<file path="src/rtl/ssp_pkg.sv">
package ssp_pkg;
  localparam int ADDR_W = 6;
  localparam logic [ADDR_W-1:0] OFF_CTL0 = 6'h00;
  localparam logic [ADDR_W-1:0] OFF_CTL1 = 6'h04;
  localparam logic [ADDR_W-1:0] OFF_DATA = 6'h08;
  localparam logic [ADDR_W-1:0] OFF_STAT = 6'h0C;
  localparam logic [ADDR_W-1:0] OFF_PRE  = 6'h10;
  localparam logic [ADDR_W-1:0] OFF_IMSK = 6'h14;
  localparam logic [ADDR_W-1:0] OFF_RAW  = 6'h18;
  localparam logic [ADDR_W-1:0] OFF_MSK  = 6'h1C;
  localparam logic [ADDR_W-1:0] OFF_ICLR = 6'h20;
  typedef enum logic {SH_IDLE, SH_RUN} shift_state_e;
endpackage

</file>
<file path="src/rtl/ssp_fifo.sv">
module ssp_fifo #(
  parameter int W = 16,
  parameter int DEPTH = 8,
  localparam int AW = $clog2(DEPTH),
  localparam int CW = $clog2(DEPTH + 1)
) (
  input  logic          clk,
  input  logic          rst_n,
  input  logic          push,
  input  logic          pop,
  input  logic [W-1:0]  din,
  output logic [W-1:0]  dout,
  output logic [CW-1:0] count,
  output logic          full,
  output logic          empty
);
  logic [W-1:0]  mem [DEPTH];
  logic [AW-1:0] wp, rp;
  logic          do_push, do_pop;

  assign full    = (count == CW'(DEPTH));
  assign empty   = (count == '0);
  assign do_push = push && !full;
  assign do_pop  = pop && !empty;
  assign dout    = mem[rp];

  always_ff @(posedge clk or negedge rst_n) begin
    if (!rst_n) begin
      wp <= '0;
      rp <= '0;
      count <= '0;
    end else begin
      if (do_push) wp <= (wp == AW'(DEPTH - 1)) ? '0 : wp + 1'b1;
      if (do_pop)  rp <= (rp == AW'(DEPTH - 1)) ? '0 : rp + 1'b1;
      count <= count + CW'(do_push) - CW'(do_pop);
    end
  end

  always_ff @(posedge clk) begin
    if (do_push) mem[wp] <= din;
  end

  AST_NO_OVERFLOW: assert property (@(posedge clk) disable iff (!rst_n)
    push && full && !pop |=> $stable(count));
endmodule

</file>
<file path="src/rtl/ssp_clkdiv.sv">
module ssp_clkdiv #(
  parameter int PW = 8,
  parameter int SW = 8
) (
  input  logic          clk,
  input  logic          rst_n,
  input  logic          clr,
  input  logic [PW-1:0] prescale,
  input  logic [SW-1:0] rate,
  output logic          half_tick
);
  logic [PW-2:0] pre_cnt;
  logic [SW-1:0] rate_cnt;
  logic [PW-2:0] pre_lim;
  logic          pre_tick;

  assign pre_lim   = (prescale[PW-1:1] == '0) ? '0 : prescale[PW-1:1] - 1'b1;
  assign pre_tick  = (pre_cnt == pre_lim);
  assign half_tick = pre_tick && (rate_cnt == rate);

  always_ff @(posedge clk or negedge rst_n) begin
    if (!rst_n) begin
      pre_cnt <= '0;
      rate_cnt <= '0;
    end else if (clr) begin
      pre_cnt <= '0;
      rate_cnt <= '0;
    end else if (pre_tick) begin
      pre_cnt <= '0;
      rate_cnt <= (rate_cnt == rate) ? '0 : rate_cnt + 1'b1;
    end else begin
      pre_cnt <= pre_cnt + 1'b1;
    end
  end
endmodule

</file>
<file path="src/rtl/ssp_shifter.sv">
module ssp_shifter
  import ssp_pkg::*;
#(
  parameter int DW = 16,
  parameter int SZW = 4,
  localparam int EW = $clog2(2 * DW + 1)
) (
  input  logic           clk,
  input  logic           rst_n,
  input  logic           en,
  input  logic           cpol,
  input  logic           cpha,
  input  logic           loopback,
  input  logic [SZW-1:0] size_m1,
  input  logic           half_tick,
  input  logic           tx_avail,
  input  logic [DW-1:0]  tx_word,
  output logic           load,
  output logic           rx_push,
  output logic [DW-1:0]  rx_word,
  input  logic           miso,
  output logic           sclk,
  output logic           mosi,
  output logic           fs_n
);
  shift_state_e  st;
  logic          ph, mosi_q, din, smp, shout, run_tick;
  logic [EW-1:0] edges_left;
  logic [DW-1:0] txsr, rxsr, rx_nxt, aligned, mask;
  logic [SZW:0]  nbits;

  assign nbits    = {1'b0, size_m1} + 1'b1;
  assign aligned  = tx_word << (DW - int'(nbits));
  assign mask     = DW'((32'd1 << nbits) - 32'd1);
  assign load     = en && (st == SH_IDLE) && tx_avail;
  assign run_tick = (st == SH_RUN) && half_tick;
  assign smp      = run_tick && (cpha ? ph : !ph);
  assign shout    = run_tick && (cpha ? !ph : ph);
  assign din      = loopback ? mosi_q : miso;
  assign rx_nxt   = smp ? {rxsr[DW-2:0], din} : rxsr;
  assign rx_push  = en && run_tick && (edges_left == EW'(1));
  assign rx_word  = rx_nxt & mask;
  assign sclk     = cpol ^ ph;
  assign mosi     = mosi_q;
  assign fs_n     = (st == SH_IDLE);

  always_ff @(posedge clk or negedge rst_n) begin
    if (!rst_n) begin
      st <= SH_IDLE;
      ph <= 1'b0;
      edges_left <= '0;
      txsr <= '0;
      rxsr <= '0;
      mosi_q <= 1'b0;
    end else if (!en) begin
      st <= SH_IDLE;
      ph <= 1'b0;
    end else if (st == SH_IDLE) begin
      if (tx_avail) begin
        st <= SH_RUN;
        ph <= 1'b0;
        edges_left <= EW'({nbits, 1'b0});
        rxsr <= '0;
        if (!cpha) begin
          mosi_q <= aligned[DW-1];
          txsr <= aligned << 1;
        end else begin
          txsr <= aligned;
        end
      end
    end else if (half_tick) begin
      ph <= ~ph;
      edges_left <= edges_left - 1'b1;
      rxsr <= rx_nxt;
      if (shout) begin
        mosi_q <= txsr[DW-1];
        txsr <= txsr << 1;
      end
      if (edges_left == EW'(1)) st <= SH_IDLE;
    end
  end

  AST_IDLE_CLOCK_LEVEL: assert property (@(posedge clk) disable iff (!rst_n)
    fs_n |-> (sclk == cpol));
  AST_DISABLED_NO_FRAME: assert property (@(posedge clk) disable iff (!rst_n)
    !en |=> fs_n);
endmodule

</file>
<file path="src/rtl/ssp_master.sv">
module ssp_master
  import ssp_pkg::*;
#(
  parameter int DW = 16,
  parameter int DEPTH = 8,
  parameter int TO_PERIODS = 32,
  localparam int CW = $clog2(DEPTH + 1),
  localparam int TO_HALVES = 2 * TO_PERIODS,
  localparam int TW = $clog2(TO_HALVES + 1)
) (
  input  logic              clk,
  input  logic              rst_n,
  input  logic              bus_sel,
  input  logic              bus_we,
  input  logic [ADDR_W-1:0] bus_addr,
  input  logic [15:0]       bus_wdata,
  output logic [15:0]       bus_rdata,
  output logic              sclk,
  output logic              mosi,
  input  logic              miso,
  output logic              fs_n,
  output logic              irq
);
  logic [15:0]   ctl0;
  logic [3:0]    ctl1, imsk;
  logic [7:0]    pre;
  logic          ovr_raw, to_raw;
  logic [TW-1:0] to_cnt;
  logic          wr, rd, tx_push, rx_pop, load, rx_push, half_tick;
  logic [DW-1:0] tx_dout, rx_dout, rx_word;
  logic [CW-1:0] tx_cnt, rx_cnt;
  logic          tx_full, tx_empty, rx_full, rx_empty, busy, to_reset;
  logic [3:0]    raw, masked;
  logic [4:0]    status;

  assign wr      = bus_sel && bus_we;
  assign rd      = bus_sel && !bus_we;
  assign tx_push = wr && (bus_addr == OFF_DATA);
  assign rx_pop  = rd && (bus_addr == OFF_DATA);

  ssp_fifo #(.W(DW), .DEPTH(DEPTH)) u_txq (
    .clk, .rst_n, .push(tx_push), .pop(load), .din(DW'(bus_wdata)),
    .dout(tx_dout), .count(tx_cnt), .full(tx_full), .empty(tx_empty));

  ssp_fifo #(.W(DW), .DEPTH(DEPTH)) u_rxq (
    .clk, .rst_n, .push(rx_push), .pop(rx_pop), .din(rx_word),
    .dout(rx_dout), .count(rx_cnt), .full(rx_full), .empty(rx_empty));

  ssp_clkdiv #(.PW(8), .SW(8)) u_div (
    .clk, .rst_n, .clr(load || !ctl1[1]), .prescale(pre), .rate(ctl0[15:8]),
    .half_tick);

  ssp_shifter #(.DW(DW), .SZW(4)) u_shf (
    .clk, .rst_n, .en(ctl1[1]), .cpol(ctl0[6]), .cpha(ctl0[7]),
    .loopback(ctl1[0]), .size_m1(ctl0[3:0]), .half_tick,
    .tx_avail(!tx_empty), .tx_word(tx_dout), .load, .rx_push, .rx_word,
    .miso, .sclk, .mosi, .fs_n);

  assign busy   = !fs_n || !tx_empty;
  assign status = {busy, !rx_full, !rx_empty, !tx_full, tx_empty};
  assign raw    = {tx_cnt <= CW'(DEPTH / 2), rx_cnt >= CW'(DEPTH / 2), to_raw, ovr_raw};
  assign masked = raw & imsk;
  assign irq    = |masked;
  assign to_reset = rx_empty || rx_pop || rx_push;

  always_ff @(posedge clk or negedge rst_n) begin
    if (!rst_n) begin
      ctl0 <= '0;
      ctl1 <= '0;
      pre <= '0;
      imsk <= '0;
      ovr_raw <= 1'b0;
      to_raw <= 1'b0;
      to_cnt <= '0;
    end else begin
      if (wr && bus_addr == OFF_CTL0) ctl0 <= bus_wdata;
      if (wr && bus_addr == OFF_CTL1) ctl1 <= bus_wdata[3:0];
      if (wr && bus_addr == OFF_PRE)  pre <= {bus_wdata[7:1], 1'b0};
      if (wr && bus_addr == OFF_IMSK) imsk <= bus_wdata[3:0];
      if (to_reset) to_cnt <= '0;
      else if (half_tick && to_cnt != TW'(TO_HALVES)) to_cnt <= to_cnt + 1'b1;
      if (rx_push && rx_full) ovr_raw <= 1'b1;
      else if (wr && bus_addr == OFF_ICLR && bus_wdata[0]) ovr_raw <= 1'b0;
      if (!to_reset && half_tick && to_cnt == TW'(TO_HALVES - 1)) to_raw <= 1'b1;
      else if (wr && bus_addr == OFF_ICLR && bus_wdata[1]) to_raw <= 1'b0;
    end
  end

  always_comb begin
    bus_rdata = '0;
    case (bus_addr)
      OFF_CTL0: bus_rdata = ctl0;
      OFF_CTL1: bus_rdata = 16'(ctl1);
      OFF_DATA: bus_rdata = rx_empty ? '0 : 16'(rx_dout);
      OFF_STAT: bus_rdata = 16'(status);
      OFF_PRE:  bus_rdata = 16'(pre);
      OFF_IMSK: bus_rdata = 16'(imsk);
      OFF_RAW:  bus_rdata = 16'(raw);
      OFF_MSK:  bus_rdata = 16'(masked);
      default:  bus_rdata = '0;
    endcase
  end

  AST_FRAME_NEEDS_WORD: assert property (@(posedge clk) disable iff (!rst_n)
    $fell(fs_n) |-> $past(!tx_empty));
  AST_OVERRUN_ONLY_FULL: assert property (@(posedge clk) disable iff (!rst_n)
    $rose(ovr_raw) |-> $past(rx_full));
  AST_TIMEOUT_HAS_DATA: assert property (@(posedge clk) disable iff (!rst_n)
    $rose(to_raw) |-> !rx_empty);
endmodule

</file>
<file path="config.mk">
export PLATFORM = sky130hd
export DESIGN_NAME = ssp_master
export DESIGN_NICKNAME = d
export VERILOG_FILES = /design/src/rtl/ssp_pkg.sv /design/src/rtl/ssp_fifo.sv /design/src/rtl/ssp_clkdiv.sv /design/src/rtl/ssp_shifter.sv /design/src/rtl/ssp_master.sv
export SDC_FILE = /design/constraint.sdc
export NUM_CORES = 1
export LEC_CHECK = 0
export ABC_AREA = 1
export CORE_MARGIN = 3
export CORE_UTILIZATION = 59
export DETAILED_ROUTE_END_ITERATION = 7
export GPL_ROUTABILITY_DRIVEN = 0
export GPL_TIMING_DRIVEN = 0
export PLACE_DENSITY_LB_ADDON = 0.1
export SLEW_MARGIN = 25
export SYNTH_ARGS = -nofsm -noshare
export SYNTH_HDL_FRONTEND = slang
export SYNTH_HIERARCHICAL = 1
export SYNTH_SLANG_ARGS = --single-unit
</file>
<file path="constraint.sdc">
create_clock -name clk -period 5.3 [get_ports clk]
set_clock_uncertainty 0.15 [all_clocks]
set_input_delay 1.06 -clock clk [delete_from_list [all_inputs] [get_ports clk]]
set_output_delay 1.06 -clock clk [all_outputs]
set_load 0.005 [all_outputs]
</file>
# Word-level counts from Yosys, hierarchy flattened
# Memories as Yosys holds them, arrays and structs flattened.
# Index checks and enable logic that the tools add are counted.
# totals
register_bits	116
latchBits	0
ram_bits	256
romBits	0
out_inout_bits	20
memories	2
# mem_list
name	words	width	rd	rd_ports_with_merged_regs	wr	line	source
u_rxq.mem	8	16	1	0	1	ssp_fifo.sv:17	logic [W-1:0] mem [DEPTH];
u_txq.mem	8	16	1	0	1	ssp_fifo.sv:17	
# classes
add_sub_neg	16
multipliers	0
div_mod_pow	0
n_lt_le_gt_ge	2
eq_ne	25
shift	2
mux	51
bitwise	5
n_reduce_logical	52
# ops
operator	count
$mux 16	10
$pmux 16 s8	1
$mux 7	5
$shl 16x32->16	1
$logic_and 1x1->1	27
$mux 1	25
$eq 6x5->1 const B	4
$mux 8	3
$mux 6	3
$and 16x16->16	1
$shl 1x5->16 const A	1
$sub 16x1->16 const B	1
$add 7x1->7 const B	2
$add 3x1->3 const B	4
$eq 3x3->1 const B	4
$eq 6x4->1 const B	2
$mux 3	4
$add 4x1->4	2
$add 8x1->8 const B	1
$eq 4x4->1 const B	2
$eq 8x8->1	1
$logic_not 1->1	8
$logic_not 4->1	2
$reduce_bool 2->1	4
28 further kinds	35

# Longest topological paths before layout
# depth
word_depth	12
ltp_mapped	22

# Modules after synthesis
# Netlist, hierarchy kept.
# modules_own_cells
mod	instances	cells_each	area_per_inst_um2	seq_area_each_um2
ssp_fifo	2	632	6272.3	4093.9
ssp_shifter	1	580	3709.8	1026.0
ssp_master	1	347	2502.4	1001.0
ssp_clkdiv	1	161	1256.2	375.4

# Worst setup path before layout
# OpenSTA, ideal clock, no wires.
# synth_path
path_kind	register to register
startpoint	register pre[1]
endpoint	memory u_rxq.mem[6][0], enable pin
arrival_ns	3.942
slack_ns	0.798
stages_incl_launch_ff	18
path_buffers	1
path_cell_list	dfrtp_1 > inv_2 > ha_1 > inv_2 > nor2_4 > nand3_4 > nand2_2 > nand2_1 > nand2_1 > nand3_2 > nor2_8 > nand2_8 > nor3_2 > nand2_1 > nor4_1 > nand2_1 > buf_2 > nor3_1
# synth_between
elab_chain_cells	10
# synth_rtl
item	line	source
start, declared	ssp_master.sv:26	logic [7:0] pre;
start signal, assigned	ssp_master.sv:78	if (wr && bus_addr == OFF_PRE) pre <= {bus_wdata[7:1], 1'b0};
$sub 7x1->7 / $logic_not 7->1 (equally long branches)	ssp_clkdiv.sv:17	assign pre_lim = (prescale[PW-1:1] == '0) ? '0 : prescale[PW-1:1] - 1'b1;
$mux 7 (*)	ssp_clkdiv.sv:17	
$eq 7x7->1 (*)	ssp_clkdiv.sv:18	assign pre_tick = (pre_cnt == pre_lim);
$logic_and 1x1->1 (*)	ssp_clkdiv.sv:19	assign half_tick = pre_tick && (rate_cnt == rate);
net half_tick	ssp_master.sv:29	logic wr, rd, tx_push, rx_pop, load, rx_push, half_tick;
$logic_and 1x1->1 (*)	ssp_shifter.sv:36	assign run_tick = (st == SH_RUN) && half_tick;
$logic_and 1x1->1 (*) (2 in a row)	ssp_shifter.sv:41	assign rx_push = en && run_tick && (edges_left == EW'(1));
net rx_push	ssp_master.sv:29	
$logic_and 1x1->1 (*)	ssp_fifo.sv:23	assign do_push = push && !full;
$mux 1 (*)	ssp_fifo.sv:40	if (do_push) mem[wp] <= din;
$mux 1 (implied by the code) (*)	ssp_fifo.sv:40	
end, declared	ssp_fifo.sv:17	
# Mark *: on every way through the listed nets, which the timed path passes. The rest lies on a longest branch.

# Final worst setup path
# layout_path
startpoint	register pre[1]
endpoint	register u_rxq.count[2]
# layout_between
elab_chain_cells	10
# layout_rtl
item	line	source
$sub 7x1->7 / $logic_not 7->1 (equally long branches)	ssp_clkdiv.sv:17	
$mux 7 (*)	ssp_clkdiv.sv:17	
$eq 7x7->1 (*)	ssp_clkdiv.sv:18	
$logic_and 1x1->1 (*)	ssp_clkdiv.sv:19	
net half_tick	ssp_master.sv:29	
$logic_and 1x1->1 (*)	ssp_shifter.sv:36	
$logic_and 1x1->1 (*) (2 in a row)	ssp_shifter.sv:41	
net rx_push	ssp_master.sv:29	
$logic_and 1x1->1 (*)	ssp_fifo.sv:23	
$add 4x1->4 (*)	ssp_fifo.sv:35	count <= count + CW'(do_push) - CW'(do_pop);
$sub 4x1->4 (*)	ssp_fifo.sv:35	
end signal, assigned	ssp_fifo.sv:35	
end, declared	ssp_fifo.sv:13	output logic [CW-1:0] count,
# Marks and branches as above.
# A chain may end at the register's enable or synchronous reset.

==> impl_metrics.json <==
{
  "status": "finished clean",
  "mostFrequentLayoutCell": "nand2_1",
  "h-tree-depth": 2,
  "cts.clk_slew.worst_paths_ps": 60,
  "reg2reg_to": "u_rxq/count[2]$_DFF_PN0_",
  "critPathTopFamily": "simple AND/OR/NAND/NOR gates",
  "ioPinCount": 47,
  "maxSlewHeadroom_pct": 41.5,
  "first_iter_violations": 1395,
  "crit_type": "flip-flop to flip-flop",
  "root_buffer": "clkbuf_16",
  "required_ps": 5560,
  "cts_buffer_depth": 3,
  "drt_wl_total_mm": 52.1,
  "yosysWarnings": 6,
  "fin_util_pct": 69.0,
  "critPathArrivalTime_ps": 5020,
  "setup_viol": 0,
  "core_mm2": 0.0329,
  "fin_cells": 2952,
  "num_antenna_cells": 0,
  "ant_nets": 0,
  "grt_pass1_vias": 15800,
  "r2r-start": "pre[1]$_DFFE_PN0P_",
  "cap_violations": 0,
  "syn_area_mm2": 0.0200,
  "critPathMaxStageDelay_ps": 530,
  "cpMostUsedCell": "nand2_1",
  "drive_gt1_share_pct": 14.7,
  "grt_pass1_wl_mm": 82.9,
  "final_cell_mix": "733 x nand2_1, 326 x inv_1, 275 x nand3_1",
  "grt-ovfl-total": 0,
  "grt_max_degree": 86,
  "vdd_drop_max_mv": 0.324,
  "die_y_um": 190,
  "via_per_inst": 5.54,
  "start_util_pct": 60.7,
  "drtPass1Iterations": 5,
  "fin_crit_sh_pct": 89.8,
  "tightestPinTransition_ps": 877,
  "ff2ff_path_depth": 23,
  "p_per_area_mw_per_mm2": 421,
  "hold-worst-slack_ps": 233,
  "grt_usage_pct": 29.0,
  "rsz0062_at_grt": "false",
  "io_buffers": 46,
  "hpwl_mm": 37.5,
  "cts_tree": "yes",
  "period_needed_ps": 4760,
  "clock_latency_ps": 540,
  "leakagePower_nw": 10.7,
  "die_area_mm2": 0.0362,
  "hp-class": "input port to async pin",
  "crit_buf_inv": 6,
  "antenna_found_initial": 0,
  "hold_viol_final": 0,
  "worst-path-max-fanout": 10,
  "synth_nets": 2415,
  "crit_slowest_cell": "nor4_2",
  "endpoint_kind": "flip-flop",
  "vias": 16300,
  "slew_violations": 0,
  "synthToLayoutAreaGrowth_pct": 13.7,
  "synthCells": 2351,
  "rows": 66,
  "r2r_slack_ps": 540,
  "nNetsFinal": 2540,
  "cts_made_buffers": 42,
  "cp_cell_sequence": "inv_2 -> ha_1 -> inv_2 -> nor2_4 -> nand3_4 -> nand2_2 -> nand2_1 -> nand2_1 -> nand3_2 -> nor2_8 -> nand2_8 -> nor3_4 -> buf_12 -> nand2_1 -> nor4_2 -> nand2_1 -> buf_2 -> ha_1 -> inv_1 -> ha_1 -> inv_1 -> fa_1 -> xnor2_1",
  "place_inst": 2872,
  "cts.sinks": 372,
  "startpoint_type": "flip-flop",
  "drc": 0,
  "finalPower_mw": 9.57,
  "avgSynthCellArea_um2": 8.51,
  "wl_per_cell_um": 17.6,
  "die_w_um": 190,
  "fmax_mhz": 210
}
-- power by group --
part | leakage, nW | switching, mW | total, mW | internal [mW]
combinational | 6.30 | 2.12 | 3.17 | 1.05
sequential | 3.80 | 0.208 | 3.62 | 3.41
clock | 0.638 | 1.18 | 2.78 | 1.60
total | 10.7 | 3.50 | 9.57 | 6.07
-- flip-flops by register name, indices dropped and copies added, names as in the netlist, 4 cells and up --
register / cells
to_cnt: 7
u_shf/txsr: 16
u_rxq/count: 4
u_div/pre_cnt: 7
u_rxq/mem: 128
u_txq/mem: 128
u_txq/count: 4
u_div/rate_cnt: 8
imsk: 4
ctl1: 4
u_shf/rxsr: 16
pre: 7
ctl0: 16
u_shf/edges_left: 6
-- timing repair --
item / 4_1_cts / 5_1_grt
setup buffers: 0 / 2
pin swaps: 0 / 1
setup endpoints to repair: 58 / 2
hold buffers: 0 / 0
gates resized for setup: 2 / 0
-- worst reg2reg max path: stages (launching register included) --
cell	delay, ps
dfrtp_1	410
inv_2	120
ha_1	280
inv_2	70
nor2_4	110
nand3_4	130
nand2_2	80
nand2_1	50
nand2_1	70
nand3_2	130
nor2_8	270
nand2_8	150
nor3_4	220
buf_12	150
nand2_1	120
nor4_2	530
nand2_1	240
buf_2	260
ha_1	310
inv_1	60
ha_1	160
inv_1	50
fa_1	370
xnor2_1	140
-- area by class of cell --
class / count / area [µm²]
clock buffers: 55 / 1120
fillers: 2589 / 10200
well taps: 442 / 553
repair buffers: 81 / 761
clock inverters: 23 / 196
multi-input cells: 1458 / 7260
inverters: 434 / 1640
plain buffers: 87 / 623
flip-flops and latches: 372 / 10600
-- how the worst max path moves through the flow --
stage | start | cells past startpoint | slack, ps | to
after global routing | pre[1]$_DFFE_PN0P_ | 23 | 220 | u_rxq/count[2]$_DFF_PN0_
after global placement | rst_n | 1 | -1750 | u_div/rate_cnt[3]$_DFFE_PN0P_
after floorplan | pre[1]$_DFFE_PN0P_ | 17 | 800 | u_rxq/mem[6][0]$_DFFE_PP_
after detailed placement | pre[1]$_DFFE_PN0P_ | 22 | -300 | u_rxq/count[2]$_DFF_PN0_
after CTS | pre[1]$_DFFE_PN0P_ | 22 | 260 | u_rxq/count[2]$_DFF_PN0_
final | pre[1]$_DFFE_PN0P_ | 23 | 540 | u_rxq/count[2]$_DFF_PN0_
-- through the flow --
stage	instance area (µm²)	setup slack [ps]	setup TNS, ps
CTS	22700	259	0
detailed placement	21400	-296	-1890
finish	22700	541	0
floorplan	20000	798	0
global placement	21000	-1750	-397510
global route	22700	223	0
-- metal layers --
metal | GRT usage [%] | vias to the layer above | share of wire (%)
met2 | 47.4 | 734 | 46
met4 | 7.85 | 0 | 2.5
met5 | 0 | - | 0
li1 | - | 7746 | -
met3 | 4.24 | 109 | 8.7
met1 | 41.2 | 7755 | 43
No activity file was read; power rests on OpenSTA's default activity.
